<file path="config.mk">
export PLATFORM = sky130hd
export DESIGN_NAME = cache_ctrl
export DESIGN_NICKNAME = d
export VERILOG_FILES = /design/src/rtl/cache_ctrl.sv
export SDC_FILE = /design/constraint.sdc
export NUM_CORES = 2
export LEC_CHECK = 0
export ABC_CLOCK_PERIOD_IN_PS = 12700
export BUFFER_PORTS_ARGS = -buffer_cell sky130_fd_sc_hd__clkbuf_2
export CORE_MARGIN = 1.5
export CORE_UTILIZATION = 60
export CTS_CLUSTER_DIAMETER = 50
export CTS_CLUSTER_SIZE = 30
export DETAILED_ROUTE_END_ITERATION = 12
export GPL_ROUTABILITY_DRIVEN = 0
export PLACE_DENSITY = 0.74
export REMOVE_ABC_BUFFERS = 1
export SETUP_SLACK_MARGIN = 0.05
export SYNTH_ARGS = -nofsm -noshare
export SYNTH_HDL_FRONTEND = slang
export SYNTH_SLANG_ARGS = --single-unit
</file>
<file path="constraint.sdc">
create_clock -name clk -period 12.7 [get_ports clk]
set_clock_uncertainty 0.2 [all_clocks]
set_input_delay 3.81 -clock clk [delete_from_list [all_inputs] [get_ports clk]]
set_output_delay 3.81 -clock clk [all_outputs]
set_load 0.03 [all_outputs]
</file>
<file path="src/rtl/cache_ctrl.sv">
module cache_ctrl #(
  parameter int WAYS  = 2,
  parameter int SETS  = 4,
  parameter int WORDS = 4
) (
  input  logic                      clk,
  input  logic                      rst_n,
  input  logic                      enable,
  input  logic [1:0]                wmode,
  input  logic                      cpu_req,
  input  logic                      cpu_we,
  input  logic [31:0]               cpu_addr,
  input  logic [31:0]               cpu_wdata,
  output logic                      cpu_ready,
  output logic [31:0]               cpu_rdata,
  input  logic                      flush_req,
  input  logic                      inval_req,
  output logic                      cmd_done,
  output logic                      repl_req,
  output logic [$clog2(SETS)-1:0]   repl_set,
  input  logic                      repl_ack,
  input  logic [$clog2(WAYS)-1:0]   repl_way,
  output logic                      mem_req,
  output logic                      mem_we,
  output logic [31:0]               mem_addr,
  output logic [31:0]               mem_wdata,
  input  logic                      mem_ack,
  input  logic [31:0]               mem_rdata
);
  localparam int WAYB  = $clog2(WAYS);
  localparam int SETB  = $clog2(SETS);
  localparam int COLB  = $clog2(WORDS);
  localparam int TAGW  = 32 - 2 - COLB - SETB;
  localparam int LINES = WAYS * SETS;
  localparam int LB    = WAYB + SETB;

  typedef enum logic [2:0] {S_IDLE, S_REPL, S_EVICT, S_FILL, S_WTHRU, S_BYP, S_FLUSH} st_t;

  logic [31:0]     dat [LINES*WORDS];
  logic [TAGW-1:0] tg  [LINES];
  logic [LINES-1:0] vl, dt;

  st_t              st;
  logic [COLB-1:0]  wc;
  logic [WAYB-1:0]  sway;
  logic [SETB-1:0]  sset;
  logic [LB-1:0]    fidx;
  logic             infl;

  wire [COLB-1:0] col = cpu_addr[2 +: COLB];
  wire [SETB-1:0] row = cpu_addr[2+COLB +: SETB];
  wire [TAGW-1:0] tag = cpu_addr[31 -: TAGW];
  wire uncached = !enable || (cpu_addr[31:28] == 4'hF);
  wire wb_mode  = (wmode == 2'd0);
  wire noalloc  = wmode[1];

  logic [WAYS-1:0] match;
  logic [WAYB-1:0] hway;
  always_comb begin
    hway = '0;
    for (int w = WAYS - 1; w >= 0; w--) begin
      match[w] = vl[{w[WAYB-1:0], row}] && (tg[{w[WAYB-1:0], row}] == tag);
      if (match[w]) hway = w[WAYB-1:0];
    end
  end

  wire          hit   = |match;
  wire [LB-1:0] hline = {hway, row};
  wire [LB-1:0] sline = {sway, sset};
  wire [LB-1:0] rline = {repl_way, row};
  wire          last  = (wc == COLB'(WORDS - 1));
  wire          fneed = vl[fidx] && dt[fidx] && wb_mode;
  wire          flast = (fidx == LB'(LINES - 1));
  wire          idle  = (st == S_IDLE);
  wire          cpu_go = idle && !inval_req && !flush_req && cpu_req;

  assign cpu_ready = (cpu_go && !uncached && hit && (!cpu_we || wb_mode)) ||
                     ((st == S_WTHRU || st == S_BYP) && mem_ack);
  assign cmd_done  = (idle && inval_req) || (st == S_FLUSH && !fneed && flast);
  assign cpu_rdata = idle ? dat[{hline, col}] : mem_rdata;
  assign repl_req  = (st == S_REPL);
  assign repl_set  = row;
  assign mem_req   = (st == S_EVICT) || (st == S_FILL) || (st == S_WTHRU) || (st == S_BYP);
  assign mem_we    = (st == S_EVICT) || (st == S_WTHRU) || (st == S_BYP && cpu_we);
  assign mem_addr  = (st == S_EVICT) ? {tg[sline], sset, wc, 2'b00} :
                     (st == S_FILL)  ? {tag, row, wc, 2'b00} : cpu_addr;
  assign mem_wdata = (st == S_EVICT) ? dat[{sline, wc}] : cpu_wdata;

  always_ff @(posedge clk or negedge rst_n) begin
    if (!rst_n) begin
      st   <= S_IDLE;
      vl   <= '0;
      dt   <= '0;
      wc   <= '0;
      sway <= '0;
      sset <= '0;
      fidx <= '0;
      infl <= 1'b0;
    end else begin
      case (st)
        S_IDLE: begin
          if (inval_req) begin
            vl <= '0;
            dt <= '0;
          end else if (flush_req) begin
            fidx <= '0;
            st   <= S_FLUSH;
          end else if (cpu_req) begin
            if (uncached) st <= S_BYP;
            else if (hit) begin
              if (cpu_we) begin
                dat[{hline, col}] <= cpu_wdata;
                dt[hline] <= 1'b1;
                if (!wb_mode) st <= S_WTHRU;
              end
            end else if (cpu_we && noalloc) st <= S_BYP;
            else st <= S_REPL;
          end
        end
        S_REPL: if (repl_ack) begin
          sway <= repl_way;
          sset <= row;
          wc   <= '0;
          infl <= 1'b0;
          if (vl[rline] && dt[rline] && wb_mode) st <= S_EVICT;
          else begin
            vl[rline] <= 1'b0;
            dt[rline] <= 1'b0;
            st <= S_FILL;
          end
        end
        S_EVICT: if (mem_ack) begin
          wc <= wc + 1'b1;
          if (last) begin
            vl[sline] <= 1'b0;
            dt[sline] <= 1'b0;
            st <= infl ? S_FLUSH : S_FILL;
          end
        end
        S_FILL: if (mem_ack) begin
          dat[{sline, wc}] <= mem_rdata;
          wc <= wc + 1'b1;
          if (last) begin
            vl[sline] <= 1'b1;
            dt[sline] <= 1'b0;
            tg[sline] <= tag;
            st <= S_IDLE;
          end
        end
        S_WTHRU, S_BYP: if (mem_ack) st <= S_IDLE;
        S_FLUSH: begin
          if (fneed) begin
            sway <= fidx[LB-1:SETB];
            sset <= fidx[SETB-1:0];
            wc   <= '0;
            infl <= 1'b1;
            st   <= S_EVICT;
          end else begin
            vl[fidx] <= 1'b0;
            dt[fidx] <= 1'b0;
            if (flast) begin
              st   <= S_IDLE;
              infl <= 1'b0;
            end else fidx <= fidx + 1'b1;
          end
        end
        default: st <= S_IDLE;
      endcase
    end
  end


  one_match_chk: assert property (@(posedge clk) disable iff (!rst_n) $onehot0(match));


  repl_hold_chk: assert property (@(posedge clk) disable iff (!rst_n)
    repl_req && !repl_ack |=> repl_req && $stable(repl_set));


  mem_hold_chk: assert property (@(posedge clk) disable iff (!rst_n)
    mem_req && !mem_ack |=> mem_req && $stable(mem_addr) && $stable(mem_we));


  mem_done_chk: assert property (@(posedge clk) disable iff (!rst_n)
    cpu_ready && mem_req |-> mem_ack);


  cmd_excl_chk: assert property (@(posedge clk) disable iff (!rst_n)
    cmd_done |-> !cpu_ready);
endmodule

</file>
==> results.cfg <==
[run_status]
status = complete, no violations

[layout]
n_fill_cell = 6492
fin_util_pct = 67.9
syn_to_final_growth_pct = 11.7
layout-drive-gt1-share_pct = 31.2
fin_area_sq_um = 68300
antenna_cells = 0
nets = 3899
final_common_cell = edfxtp_1
layout_common_cells = edfxtp_1, mux4_2, nand2_1

[clock_network]
cts_setup_buffers = 0
ctsHtreeMaxLevel = 3
clkSlewWorstSetupHoldPaths_ns = 0.07
cts_inserted_buffers = 119
cts_tree = built
cts_root_buf = clkbuf_16
cts_resized = 0
cts_buffer_depth = 3
cts_sinks = 1260
insertion_delay_ns = 0.72
hold_buffers = 0

[setup_path]
endpoint = cpu_rdata[9]
rr_startpoint = tg[5][7]
max_stage_delay_ns = 0.58
cp_slowest_cell = mux4_2
worstRegToRegCells = 12
crit_chain = buf_6, mux4_2, and2_1, nor4_1, nand4_1, nor4_4, o211a_4, buf_4, mux2_1, o211ai_1, a31oi_1, clkbuf_2
worstReg2RegEnd = dat[25][25]
cp-start-kind = primary input
rrSetupSlack_ns = 6.50
critPathKind = in -> out
crit_start = cpu_addr[4]
worst_ep_arrival_time_ns = 8.10
critPathMaxFanout = 57
crit_path_end_kind = output pin
worstPathRequired_ns = 8.69

[detailed_routing]
final_antenna_net_count = 0
wire_per_inst_um = 34.9
vias = 39100
wirelength_um = 183000
drc_errors = 0
drtPass1Iterations = 6
drtIter0Drc = 5432
viasPerCell = 7.45

[synth]
yosysTopAreaCell = edfxtp_1
netlist_area_sq_um = 61200
synth.distinct_cells = 71
postSynthAreaPerCell_sq_um = 16.9
ys.flop_type = edfxtp_1
ys_ff_latch = 1260
synth-edff-count = 1232
async_flop_share_pct = 2.22
ys_top_cells_by_area = edfxtp_1, mux4_2, mux2i_1, a21oi_1, nand2_1
yosysTopAreaCellShare_pct = 60.5
yosysWarnings = 0
syn_inst = 3629
ys_seq_area_share_pct = 61.6

[sta]
holdWs_ns = 0.325
slew_headroom_pct = 14.1
period_needed_ns = 12.11
drv_slew = 0
finalCritPeriodShare_pct = 95.4
finalHoldViolations = 0
tightest_slew_ns = 1.28
fin_tns_setup_ns = 0
setup_viol = 0
fmax_ghz = 0.0826
rsz0062_at_grt = no

[global_routing]
grt_usage_pct = 35.8
grt_pass1_wl_um = 267000
antenna_found_initial = 2
grt-ovfl-total = 0
grt_pass1_vias = 39600
grt_max_degree = 96

[die]
pin_count = 211
die_x_um = 322
die-height_um = 322
design.die.area_sq_um = 104000
start_util_pct = 60.8
rows = 116
core-area_sq_um = 101000

[power_and_ir_drop]
pwr_density_cell_nw_per_um2 = 179
p_leak_nw = 21.6
ir_worst_vdd_mv = 0.160

[flow_run]
cap_viol_max_count = 0

[place]
post-dp-hpwl_um = 107000
placed_cell_area_sq_um = 64100
portBuffers = 210

[min_path]
worstHoldStart = vl[2]
worstHoldPathType = reg -> reg
holdPathStages = 1
-- Yosys cell counts (28+ instances only) --
cell,number
a21oi_1,198
a221oi_1,32
a22oi_1,58
a31oi_1,48
buf_1,53
clkbuf_1,209
dfrtp_1,28
edfxtp_1,1232
inv_1,49
mux2_1,34
mux2_2,32
mux2i_1,158
mux4_2,566
nand2_1,228
nor2_1,157
nor3_1,56
o2111ai_1,35
o211ai_1,71
o21ai_0,91
o22a_1,37
xnor2_1,38
-- metal layers --
metal  vias up  routed length [um]  part of all wire (%)  track usage, %
li1      15500                   -                     -               -
met2      3056               87400                    48            56.4
met4         6               10400                   5.7            18.7
met3       586               23000                    13            8.71
met5         -                  79                 0.043           0.370
met1     20000               62000                    34            46.6
-- cell type report --
type	count	area, sq um	area share [%]
Sequential cell	1260	37700	55.2
Clock buffer	129	3090	4.52
Multi-Input combinational cell	2025	22400	32.7
Inverter	49	186	0.273
Timing Repair Buffer	333	2170	3.18
Clock inverter	96	1120	1.64
Tap cell	1357	1700	2.48
-- per-stage QoR --
stage               worst slack, ns  cells  power (mW)
global route                  0.396   5249        12.6
CTS                           0.570   5249        12.2
finish                        0.587   5249        12.2
detailed placement            0.655   5024        8.45
global placement              0.720   5024        8.41
floorplan                     -2.95   3334        7.62
-- cells by family after synthesis --
family          Yosys count  synth area share [%]
flops                  1260                  61.6
mux                     790                  24.6
compound gates          640                  6.81
simple gates            549                  3.99
buf+inv                 344                  2.29
xor+xnor                 43                 0.615
fa+ha+maj                 3                0.0613
-- report_power, final --
| group | internal (mW) | total [mW] | switching [mW] |
|---|---|---|---|
| Clock | 2.07 | 3.80 | 1.73 |
| Sequential | 4.65 | 4.78 | 0.134 |
| Combinational | 1.28 | 3.65 | 2.36 |
-- worst max-delay path: cells and delay by family --
family | cells | cell delay [ns]
mux | 2 | 0.93
compound gates | 3 | 0.92
simple gates | 4 | 1.12
buf+inv | 3 | 1.21
-- worst min-delay path by stage --
| stage | end |
|---|---|
| global route | vl[7] |
| floorplan | vl[7] |
| finish | vl[2] |
| CTS | vl[7] |
| global placement | dt[3] |
| detailed placement | vl[7] |
-- state kept, by name, summed over array words and instances (netlist names) --
| signal | flops |
|---|---|
| tg | 208 |
| wc | 2 |
| dt | 8 |
| infl | 1 |
| st | 3 |
| sway | 1 |
| fidx | 3 |
| vl | 8 |
| dat | 1024 |
| sset | 2 |
Note: power is estimated with default switching activity, not from simulation.
